$ cat src/rtl/dma_standby_ctrl.sv
module dma_standby_ctrl #(
  parameter int NCH = 4,
  parameter int PW  = 16
) (
  input  logic                     clk,
  input  logic                     rst_n,
  input  logic                     cmd_valid,
  input  logic [2:0]               cmd_code,
  input  logic [NCH-1:0]           cmd_arg,
  input  logic                     swtr_wr,
  input  logic                     sw_busy,
  input  logic                     sw_done,
  input  logic                     hw_busy,
  input  logic [$clog2(NCH)-1:0]   hw_ch,
  input  logic [NCH-1:0]           hw_done,
  input  logic [NCH-1:0]           hw_req_in,
  input  logic                     err_evt,
  input  logic [2:0]               err_code,
  input  logic                     hdp_wr,
  input  logic [$clog2(NCH)-1:0]   hdp_sel,
  input  logic [PW-1:0]            hdp_wdata,
  input  logic                     close_ack,
  output logic [1:0]               state,
  output logic                     sw_start,
  output logic                     sw_irq,
  output logic [NCH-1:0]           hw_irq,
  output logic                     err_irq,
  output logic [NCH-1:0]           hw_mask,
  output logic [2:0]               err_stat,
  output logic [NCH-1:0]           hw_req_out,
  output logic [PW-1:0]            hdp_rdata,
  output logic                     close_req,
  output logic                     close_sw,
  output logic [$clog2(NCH)-1:0]   close_ch,
  output logic [1:0]               close_code
);
  localparam int CW = $clog2(NCH);
  localparam logic [1:0] S_NORM = 2'd0, S_TR1 = 2'd1, S_TR2 = 2'd2, S_SBY = 2'd3;
  localparam logic [2:0] C_ENTER = 3'd1, C_REL = 3'd2, C_SWCLR = 3'd3, C_ERCLR = 3'd4, C_MKCLR = 3'd5;

  logic [1:0]    st;
  logic          hp, sp;
  logic [CW-1:0] pch;
  logic [PW-1:0] hdp [NCH];

  wire normal = (st == S_NORM);
  wire enter  = normal && cmd_valid && cmd_code == C_ENTER;
  wire swclr  = cmd_valid && cmd_code == C_SWCLR;
  wire erclr  = cmd_valid && cmd_code == C_ERCLR;
  wire mkclr  = cmd_valid && cmd_code == C_MKCLR;
  wire ack_ok = close_req && close_ack;

  assign state      = st;
  assign close_req  = (st == S_TR2) && (hp || sp);
  assign close_sw   = !hp;
  assign close_ch   = hp ? pch : '0;
  assign close_code = 2'b11;
  assign hw_req_out = normal ? (hw_req_in & ~hw_mask) : '0;
  assign hdp_rdata  = normal ? hdp[hdp_sel] : '0;

  always_ff @(posedge clk) begin
    if (!rst_n) begin
      st <= S_NORM; hp <= 1'b0; sp <= 1'b0; pch <= '0;
    end else begin
      case (st)
        S_NORM: if (enter) st <= S_TR1;
        S_TR1: begin st <= S_TR2; hp <= hw_busy; sp <= sw_busy; pch <= hw_ch; end
        S_TR2: begin
          if (!hp && !sp) st <= S_SBY;
          else if (close_ack) begin
            if (hp) hp <= 1'b0;
            else    sp <= 1'b0;
          end
        end
        default: if (cmd_valid && cmd_code == C_REL) st <= S_NORM;
      endcase
    end
  end

  always_ff @(posedge clk) begin
    if (!rst_n) begin
      sw_start <= 1'b0; sw_irq <= 1'b0; hw_irq <= '0; err_irq <= 1'b0;
      hw_mask <= '0; err_stat <= '0;
    end else if (normal) begin
      if (enter) begin
        sw_start <= 1'b0; sw_irq <= 1'b0; hw_irq <= '0; err_irq <= 1'b0; hw_mask <= '1;
      end else begin
        if (sw_done) sw_start <= 1'b0;
        else if (swtr_wr) sw_start <= 1'b1;
        sw_irq <= (sw_irq | sw_done) & !swclr;
        hw_irq <= hw_irq | hw_done;
        if (erclr) begin
          err_stat <= '0; err_irq <= 1'b0;
        end else if (err_evt) begin
          err_stat <= err_code; err_irq <= 1'b1;
        end
        if (mkclr) hw_mask <= hw_mask & ~cmd_arg;
      end
    end else if (ack_ok) begin
      err_stat <= 3'b011;
    end
  end

  always_ff @(posedge clk) begin
    if (!rst_n) begin
      for (int i = 0; i < NCH; i++) hdp[i] <= '0;
    end else if (normal && !enter && hdp_wr) begin
      hdp[hdp_sel] <= hdp_wdata;
    end
  end

  a_r2_enter_quiets: assert property (@(posedge clk) disable iff (!rst_n)
    enter |=> (st == S_TR1) && !sw_start && !sw_irq && hw_irq == '0 && !err_irq && &hw_mask && $stable(err_stat));
  a_r3_tr1_one_cycle: assert property (@(posedge clk) disable iff (!rst_n)
    st == S_TR1 |=> st == S_TR2);
  a_r4_close_held: assert property (@(posedge clk) disable iff (!rst_n)
    close_req && !close_ack |=> close_req && $stable(close_sw) && $stable(close_ch));
  a_r4_close_only_tr2: assert property (@(posedge clk) disable iff (!rst_n)
    close_req |-> st == S_TR2);
  a_r5_ack_code: assert property (@(posedge clk) disable iff (!rst_n)
    close_req && close_ack |=> err_stat == 3'b011);
  a_r6_masks_in_standby: assert property (@(posedge clk) disable iff (!rst_n)
    st == S_SBY |-> &hw_mask);
  a_r7_err_kept_standby: assert property (@(posedge clk) disable iff (!rst_n)
    st == S_SBY |=> $stable(err_stat));
  a_r10_no_req_outside: assert property (@(posedge clk) disable iff (!rst_n)
    !normal |-> hw_req_out == '0);
  a_r11_quiet_outside: assert property (@(posedge clk) disable iff (!rst_n)
    !normal |-> !sw_irq && !err_irq && hw_irq == '0 && !sw_start);
endmodule

$ cat config.mk
export PLATFORM = sky130hd
export DESIGN_NAME = dma_standby_ctrl
export DESIGN_NICKNAME = d
export VERILOG_FILES = /design/src/rtl/dma_standby_ctrl.sv
export SDC_FILE = /design/constraint.sdc
export NUM_CORES = 1
export LEC_CHECK = 0
export BUFFER_PORTS_ARGS = -buffer_cell sky130_fd_sc_hd__buf_2
export CORE_MARGIN = 2
export CORE_UTILIZATION = 32
export DETAILED_ROUTE_END_ITERATION = 12
export GPL_TIMING_DRIVEN = 0
export PLACE_DENSITY = 0.54
export SLEW_MARGIN = 10
export SYNTH_ARGS = -nofsm -noshare
export SYNTH_HDL_FRONTEND = slang
export SYNTH_SLANG_ARGS = --single-unit
$ cat constraint.sdc
create_clock -name clk -period 2.6 [get_ports clk]
set_input_delay 0 -clock clk [delete_from_list [all_inputs] [get_ports clk]]
set_output_delay 0 -clock clk [all_outputs]
set_load 0.01 [all_outputs]
Yosys cells after proc, flatten, opt, wreduce, memory -nomap -nowiden:

Memories as Yosys holds them, arrays and structs flattened.
Index checks and enable logic that the tools add are counted.
Widths: inputs -> output; s select.

* bits in registers: 20
* bits in latches: 0
* RAM bits: 64
* bits in read-only memories: 0
* input bits: 48
* output and inout port bits: 42
* logic and storage cells: 99
* memories kept: 1

Memories
* hdp: depth 4, width 16, read ports 1, clocked after Yosys merged registers in 0, write ports 4, line 44 `logic [PW-1:0] hdp [NCH];`

* $add $sub $neg: 0
* multipliers: 0
* divide/modulo/power cells: 0
* $lt $le $gt $ge: 0
* eq/ne operators: 14
* shifts and indexed selects: 0
* multiplexer cells: 36
* bitwise operators: 7
* reductions and logical operators: 31

Operators with widths (number)
* $mux 16: 2
* $mux 1: 17
* $mux 4: 4
* $reduce_or 16->1: 1
* $mux 3: 5
* $logic_and 1x1->1: 11
* $mux 2: 5
* $reduce_and 3->1: 3
* $and 4x4->4: 2
* $ne 2x2->1 const B: 4
* $not 4->4: 2
* $eq 3x2->1 const B: 2
* $eq 3x3->1 const B: 2
* $pmux 2 s3: 1
* $reduce_and 2->1: 3
* $reduce_bool 2->1: 3
* $reduce_bool 3->1: 2
* $logic_not 1->1: 4
* $ne 2x1->1 const B: 2
* $or 4x4->4: 1
* $pmux 1 s2: 2
* $reduce_and 4->1: 1
* $reduce_bool 4->1: 1
* $eq 3x1->1 const B: 1
* 7 further kinds: 7

Longest topological paths before layout:

Gate-level depths: netlist of run 1.

* depth in word-level cells: 11
* gate-level depth with buffers: 8
* mapped depth without buffers: 6

Worst setup path before layout of run 1:

Ideal clock, no wire load.

* path kind: register -> register
* start point: register st[0] (netlist: state[0])
* end point: memory hdp[2][0] (enable)
* library setup time: 0.411 ns
* data arrival time: 2.075 ns
* required time: 2.189 ns
* path slack: 0.114 ns
* cell stages (with the launch flop): 6
* buffers on the path: 0
* period minus slack after synthesis: 2.486 ns
* cells stage by stage: dfxtp_1 -> inv_1 -> ha_1 -> and2_1 -> o31ai_2 -> o21ai_0

RTL lines
* from (decl): line 41 `logic [1:0] st;`
* from (signal assigned): line 63 `st <= S_NORM; hp <= 1'b0; sp <= 1'b0; pch <= '0;`
* from (signal assigned): line 66 `S_NORM: if (enter) st <= S_TR1;`
* from (signal assigned): line 67 `S_TR1: begin st <= S_TR2; hp <= hw_busy; sp <= sw_busy; pch <= hw_ch; end`
* to (decl): line 44

==> key figures, run 1 <==
Run status
  – Status: complete, no violations

Worst hold path
  – Min-Delay Startpoint: rst_n
  – Hold crit path type: input pin to flip-flop

Synth
  – Synthesized cell area: 0.003963 mm2
  – Synth unique cells: 35
  – Syn avg cell area: 13.03 um2
  – Async set-reset flop share out of synthesis: 0%
  – Cells after Synth: around 300
  – Synth warn: 0
  – Sequential cell area fraction in the yosys report: between 50% and 60%
  – Primary FF master, synth: edfxtp_1
  – Post-synth EDFFs: 64
  – Register bit total from synthesis: 84

Floorplanning
  – Core region area: approximately 0.012 mm2
  – Initial core utilization: roughly a third
  – I/O pin cnt: 90
  – Row count: 40
  – Die ar.: about 0.013 mm2
  – Chip Width: roughly 120 um
  – Die height: approximately 120 um

STA
  – Fin Clk Skew: between 0.005 and 0.006 ns
  – Slew margin rel.: 59.85%
  – # setup viols final: 0
  – RSZ-0062 raised after global routing: no
  – Slew Limit Fails: 0
  – Fmax: about 450 MHz
  – Clock period minus worst slack: 2.203 ns
  – Tcrit/Tclk final: between 80% and 90%
  – Count of final hold-check violations: 0
  – Slew at the pin closest to its max-slew limit: about 0.6 ns

Global routing
  – GRT Util Overall: between 10% and 20%
  – Met3 Use GR: 3.479%
  – Largest net degree at the start of global routing: 17
  – Vias in the first global route: 2706
  – GRT met1 Usage: between 10% and 20%
  – Met2 Track Usage GR: between 20% and 30%
  – Global route hottest layer: met2
  – Grt total ovfl: 0
  – Initial antenna violation count: 0
  – Wire length of the first global-routing pass: approximately 14000 um

Layout
  – Share of layout cells above drive strength 1: 33.71%
  – Commonest non-fill, non-tap cell in the layout: buf_2
  – N_diodes: 0
  – Fillers: roughly 1100
  – Nets@finish: ~500
  – Area grow syn2layout: 32.11%
  – Final Non-Filler Cells: just over 600
  – Seq. cell area: between 0.002 and 0.0025 mm2
  – Footprint of the multi-input gates: around 0.0015 mm2
  – Post-Layout Inst Area: 0.005235 mm2
  – Most frequent cells in the layout: buf_2, and2_1, edfxtp_1

Route
  – Initial DRC Count: 100
  – Routed len/inst: about 15 um
  – First-pass DRT Iterations: 4
  – Vias per cell: 4.444
  – Drt total wl: between 9000 and 10000 um
  – Drt drc: 0
  – Post-route ant nets: 0
  – Via Count: approximately 2700

Flow run
  – MaxCap Viol Count: 0

Worst setup path
  – Critical path type: flip-flop to flip-flop
  – CP startpoint kind: flip-flop
  – Worst R2R Start: state[0]
  – Data arrival time of the worst path: 2.41 ns
  – Setup slack, reg-to-reg: 0.40 ns
  – Crit. End Element: flip-flop
  – Worst setup path startpoint: state[0]
  – CP required: 2.81 ns
  – Crit-path max FO: 10

Clock tree
  – Number of setup buffers added after CTS: 0
  – Worst-case clock buffer depth: 2
  – TritonCTS clock tree: built
  – Clk_lat worst skew: 0.34 ns
  – TritonCTS Buffers: 9
  – CTS sink count: 84
  – Root Buffer: clkbuf_16
  – CTS clk-pin slew, worst paths: approximately 0.060 ns
  – Number of H-tree levels: 3

Power and ir drop
  – PD cells: 592.4 mW/mm2
  – VDD IR max: 0.3028 mV
  – P_leak: 2.156 nW

Placed design
  – Routability Congestion: about 0.79
  – Post-DP HPWL: roughly 6400 um
  – Cell Area, Placed: 0.004649 mm2
  – I/O Buffers: 87
  – DP Cell Count: between 500 and 600
-- path summary, 6_finish.rpt --
kind / cells after the start / to
worst max register to register: 7 / hdp[2][14]
worst max-delay path: 7 / hdp[2][14]
worst min-delay path: 3 / err_stat[2]
worst min register to register: 2 / err_stat[0]
-- cells in the mapped netlist (2+ instances only) --
master    number  share of area (%)
edfxtp_1      64                 49
buf_6          2               0.57
clkbuf_1       7               0.66
buf_4          4               0.76
nor3_2         2               0.51
mux2i_1        6                1.5
buf_2          3               0.38
and3b_1        2               0.44
ha_1           3               0.95
inv_1          7               0.66
nor2_1        17                1.6
o21a_1         4               0.76
nor2b_1        2               0.32
and2_4        10                2.2
nand2b_1       5               0.79
a21oi_1       16                2.0
mux4_2        16                9.1
nand2_1       19                1.8
nor3_1         2               0.25
and2_1        73                 12
dfxtp_1       20                 10
o21ai_0        7               0.88
-- layout make-up --
cell class,instances,share of cell area (%)
sequential,84,44.36
multi-input combinational,197,29.28
timing repair buffer,121,15.01
clock buffer,10,4.374
tap,168,4.015
buffer,17,1.864
clock inverter,6,0.5975
inverter,7,0.5019
-- per-layer routing --
layer | up-vias | routed length, um
li1 | 1339 | -
met1 | 1285 | 4082
met2 | 76 | 4541
met3 | 11 | 424
met4 | 0 | 168
met5 | - | 0
-- timing repair --
item                                   in CTS  in global routing
hold buffers                               32                  0
resized for setup                           0                  2
setup endpoints to repair                   0                 32
endpoints found under the hold margin      73                  0
-- where the power goes --
group	switching, W	internal (W)	total, W
Combinational	0.000210	0.000208	0.000418
Clock	0.000496	0.000636	0.00113
Sequential	0.0000244	0.00153	0.00155
Total	0.000730	0.00237	0.00310
-- through the flow --
| step | total power, W | hold slack [ns] | TNS (ns) | setup WS (ns) | utilization [%] |
|---|---|---|---|---|---|
| finish | 0.003101 | 0.04693 | 0 | 0.3973 | 43.40 |
| global route | 0.003245 | 0.07141 | 0 | 0.1819 | 43.40 |
| CTS | 0.003147 | 0.03282 | 0 | 0.06162 | 43.36 |
| detailed placement | 0.001969 | 0.2387 | 0 | 0.07350 | 38.55 |
| global placement | 0.001955 | 0.2352 | -29.04 | -0.9175 | 38.24 |
| floorplan | 0.001795 | 0.09887 | 0 | 0.1140 | - |
-- sequential cells by signal, summed over array words and instances, names as in the netlist --
| signal | cells |
|---|---|
| sp | 1 |
| err_irq | 1 |
| hw_mask | 4 |
| state | 2 |
| sw_irq | 1 |
| hp | 1 |
| hw_irq | 4 |
| hdp | 64 |
| err_stat | 3 |
| pch | 2 |
| sw_start | 1 |
-- logic make-up (layout without fill, tap and decap cells) --
family          count (synthesis)  count (layout)  share of synthesized area, %
simple gates                  138             138                         21.41
flops                          84              84                         58.60
compound gates                 32              32                         5.210
buf+inv                        24             161                         3.126
mux                            22              22                         10.61
fa+ha+maj                       3               3                        0.9474
other cells                     1               2                       0.09464
-- critical path, cell delays in order (launching register included) --
cell      delay [ns]
dfxtp_1         0.34
inv_1           0.09
ha_1            0.17
and2_1          0.18
o31ai_2         0.15
nor3_2          0.49
clkbuf_1        0.44
and2_1          0.20
Note: power is estimated with default switching activity, not from simulation.
==> run 2: changes to the inputs <==
--- a/config.mk
+++ b/config.mk
@@ -5,12 +5,13 @@
 export SDC_FILE = /design/constraint.sdc
 export NUM_CORES = 1
 export LEC_CHECK = 0
+export ABC_AREA = 1
 export BUFFER_PORTS_ARGS = -buffer_cell sky130_fd_sc_hd__buf_2
 export CORE_MARGIN = 2
 export CORE_UTILIZATION = 32
 export DETAILED_ROUTE_END_ITERATION = 12
 export GPL_TIMING_DRIVEN = 0
-export PLACE_DENSITY = 0.54
+export PLACE_DENSITY = 0.52
 export SLEW_MARGIN = 10
 export SYNTH_ARGS = -nofsm -noshare
 export SYNTH_HDL_FRONTEND = slang
==> constraint.sdc (replaced) <==
create_clock -name clk -period 2.06 [get_ports clk]
set_input_delay 0 -clock clk [delete_from_list [all_inputs] [get_ports clk]]
set_output_delay 0 -clock clk [all_outputs]
set_load 0.01 [all_outputs]
==> key figures, run 2 <==
Floorplanning
  – Core region area: 0.01196 mm2 (-0.83%)
  – Die ar.: 0.01312 mm2 (-1.3%)
  – Chip Width: 114.5 um (-0.64%)
  – Initial core utilization: 32.69% (-0.16 points)
  – I/O pin cnt: 90 (unchanged)
  – Die height: 114.5 um (-0.64%)
  – Row count: 40 (unchanged)

Synth
  – Synth unique cells: 25 (-29%)
  – Primary FF master, synth: edfxtp_1
  – Top cells by area, synth: edfxtp_1, nor2_1, dfxtp_1
  – Count leader, synth: nor2_1
  – Syn avg cell area: 9.513 um2 (-27%)
  – Synth warn: 0 (unchanged)
  – Sequential cell area fraction in the yosys report: 59.39% (+0.79 points)
  – Synthesized cell area: 0.003910 mm2 (-1.3%)
  – Register bit total from synthesis: 84 (unchanged)
  – Post-synth EDFFs: 64 (unchanged)
  – Yosys top cell area share: 49.15% (+0.65 points)
  – Top cells by count, synth: nor2_1, edfxtp_1, nand2_1
  – Cell taking the most area after synthesis: edfxtp_1
  – Cells after Synth: 411 (+35%)
  – Async set-reset flop share out of synthesis: 0% (unchanged)

Placed design
  – DP Cell Count: 646 (+15%)
  – Cell Area, Placed: 0.004562 mm2 (-1.9%)
  – Routability Congestion: 0.7872 (-0.20%)
  – I/O Buffers: 86 (-1.1%)
  – Post-DP HPWL: 7122 um (+12%)
  – Setup WS pre-CTS: -0.2592 ns (-0.3327 ns)

Route
  – Initial DRC Count: 186 (+86%)
  – Drt total wl: 10230 um (+11%)
  – Post-route ant nets: 0 (unchanged)
  – Drt drc: 0 (unchanged)
  – Routed len/inst: 14.66 um (-3.0%)
  – Via Count: 3337 (+23%)
  – First-pass DRT Iterations: 4 (unchanged)
  – Vias per cell: 4.781 (+7.6%)

Layout
  – Seq. cell area: 0.002330 mm2 (+0.32%)
  – Biggest regs: hdp x64, hw_irq x4, hw_mask x4
  – Area grow syn2layout: 34.53%
  – Max reg flops: 64 (unchanged)
  – N_diodes: 0 (unchanged)
  – Final Non-Filler Cells: 698 (+14%)
  – Share of layout cells above drive strength 1: 28.49% (-5.2 points)
  – Most frequent cells in the layout: nor2_1, buf_2, edfxtp_1
  – Footprint of the multi-input gates: 0.001404 mm2 (-8.4%)
  – Core Util, Final: 43.97% (+0.57 points)
  – Fillers: 1209 (+5.6%)
  – Commonest non-fill, non-tap cell in the layout: nor2_1
  – Nets@finish: 597 (+22%)
  – Post-Layout Inst Area: 0.005260 mm2 (+0.48%)
  – Most flops, register: hdp

Global routing
  – GRT Util Overall: 16.35% (+1.8 points)
  – Wire length of the first global-routing pass: 16380 um (+17%)
  – Vias in the first global route: 3343 (+24%)
  – Largest net degree at the start of global routing: 17 (unchanged)
  – Grt total ovfl: 0 (unchanged)
  – Initial antenna violation count: 0 (unchanged)

STA
  – Fin Clk Skew: 0.004207 ns (-0.0008648 ns)
  – # setup viols final: 0 (unchanged)
  – Slew Limit Fails: 0 (unchanged)
  – Slew at the pin closest to its max-slew limit: 0.7161 ns (+0.1175 ns)
  – Count of final hold-check violations: 0 (unchanged)
  – Fin worst setup slack: 0.1251 ns (-0.2722 ns)
  – Fmax: 516.8 MHz (+14%)
  – Slew margin rel.: 52.26% (-7.6 points)
  – Tcrit/Tclk final: 93.93% (+9.2 points)
  – Clock period minus worst slack: 1.935 ns (-0.2678 ns)

Clock tree
  – Worst-case clock buffer depth: 2 (unchanged)
  – CTS clk-pin slew, worst paths: 0.06 ns (about the same)
  – Number of H-tree levels: 3 (unchanged)
  – TritonCTS clock tree: built
  – TritonCTS Buffers: 9 (unchanged)
  – CTS sink count: 84 (unchanged)
  – Clk_lat worst skew: 0.34 ns (about the same)
  – Root Buffer: clkbuf_16

Worst setup path
  – Crit. End Element: flip-flop
  – Critical path type: flip-flop to flip-flop
  – CP startpoint kind: flip-flop
  – Data arrival time of the worst path: 1.98 ns (-0.43 ns)
  – CP required: 2.10 ns (-0.71 ns)
  – Crit-path max FO: 11 (+1)

Run status
  – Status: complete, no violations

Power and ir drop
  – P_leak: 2.325 nW (+7.9%)
  – Tot Pwr: 0.005156 W (+66%)
  – VDD IR max: 0.4080 mV (+35%)
  – PD cells: 980.2 mW/mm2 (+65%)

Flow run
  – MaxCap Viol Count: 0 (unchanged)

Worst hold path
  – Hold crit path type: input pin to flip-flop
run 2: cell types whose count changed in the layout (fill, tap and decap cells not counted), moves of 6 or more:
cell	previous run	this run
nor2_1	17	108
and2_1	73	0
inv_1	7	36
nand2_1	19	39
o21ai_0	5	23
a22oi_1	0	16
mux4_2	16	0
nor4_1	0	16
a21oi_1	16	31
buf_4	4	18
dlygate4sd3_1	32	19
and2_4	10	0
nand3_1	0	7
mux2i_1	6	0
run 2: cells by family (layout without fill, tap and decap cells):
kind of cell,count (synthesis),in the layout,share of synthesized area [%]
simple gates,187,189,21.86
flops,84,84,59.39
compound gates,73,73,10.40
buf+inv,63,200,7.296
fa+ha+maj,3,3,0.9601
other cells,1,2,0.09591
run 2: repair_timing:
| action | in CTS | in global routing |
|---|---|---|
| hold endpoints to repair | 16 | 0 |
| buffers inserted | 3 | 14 |
| setup endpoints to repair | 68 | 77 |
| resized for setup | 12 | 7 |
| pin swaps | 1 | 3 |
| cloned | 2 | 0 |
| hold buffers | 19 | 0 |
run 2: worst max-delay path, cell delays in order (launching register included):
cell and delay (ns):
dfxtp_4 0.36, inv_1 0.06, ha_2 0.17, buf_6 0.13
nand2_2 0.06, inv_2 0.06, nand3_4 0.09, nand3_4 0.16
nor2_8 0.17, nand3_4 0.09, buf_8 0.17, nand2_8 0.10
run 2: final timing paths:
kind | end | depth (start not counted) | slack (ns) | from
worst max-delay path | hdp[0][1] | 11 | 0.13 | state[1]
worst max register to register | hdp[0][1] | 11 | 0.13 | state[1]
worst min register to register | hw_irq[1] | 2 | 0.47 | hw_irq[1]
worst min-delay path | hdp[3][9] | 3 | 0.03 | hdp_wdata[9]
run 2: layer usage:
metal  part of all wire (%)  track usage [%]
met5                      0                0
met4                    2.4            8.049
met3                    5.7            3.017
met2                     47            27.10
met1                     45            20.48
run 2: cell type report:
cell class | instances | area share (%)
multi-input cells | 267 | 26.69
repair buffers | 123 | 14.63
well taps | 147 | 3.497
flip-flops and latches | 84 | 44.29
clock buffers | 9 | 4.282
inverters | 41 | 2.997
clock inverters | 7 | 0.9753
plain buffers | 20 | 2.640
run 2: per-stage QoR:
| stage | hold WS (ns) | setup TNS, ns |
|---|---|---|
| global route | 0.04647 | -0.0001974 |
| detailed placement | 0.2381 | -11.58 |
| CTS | 0.02317 | 0 |
| finish | 0.02712 | 0 |
| floorplan | 0.09887 | -8.456 |
| global placement | 0.2340 | -26.93 |
run 2: where the power goes:
group / switching (W) / total (W) / internal (W)
registers: 0.0000919 / 0.00216 / 0.00206
logic: 0.000894 / 0.00150 / 0.000606
clock network: 0.000677 / 0.00150 / 0.000822
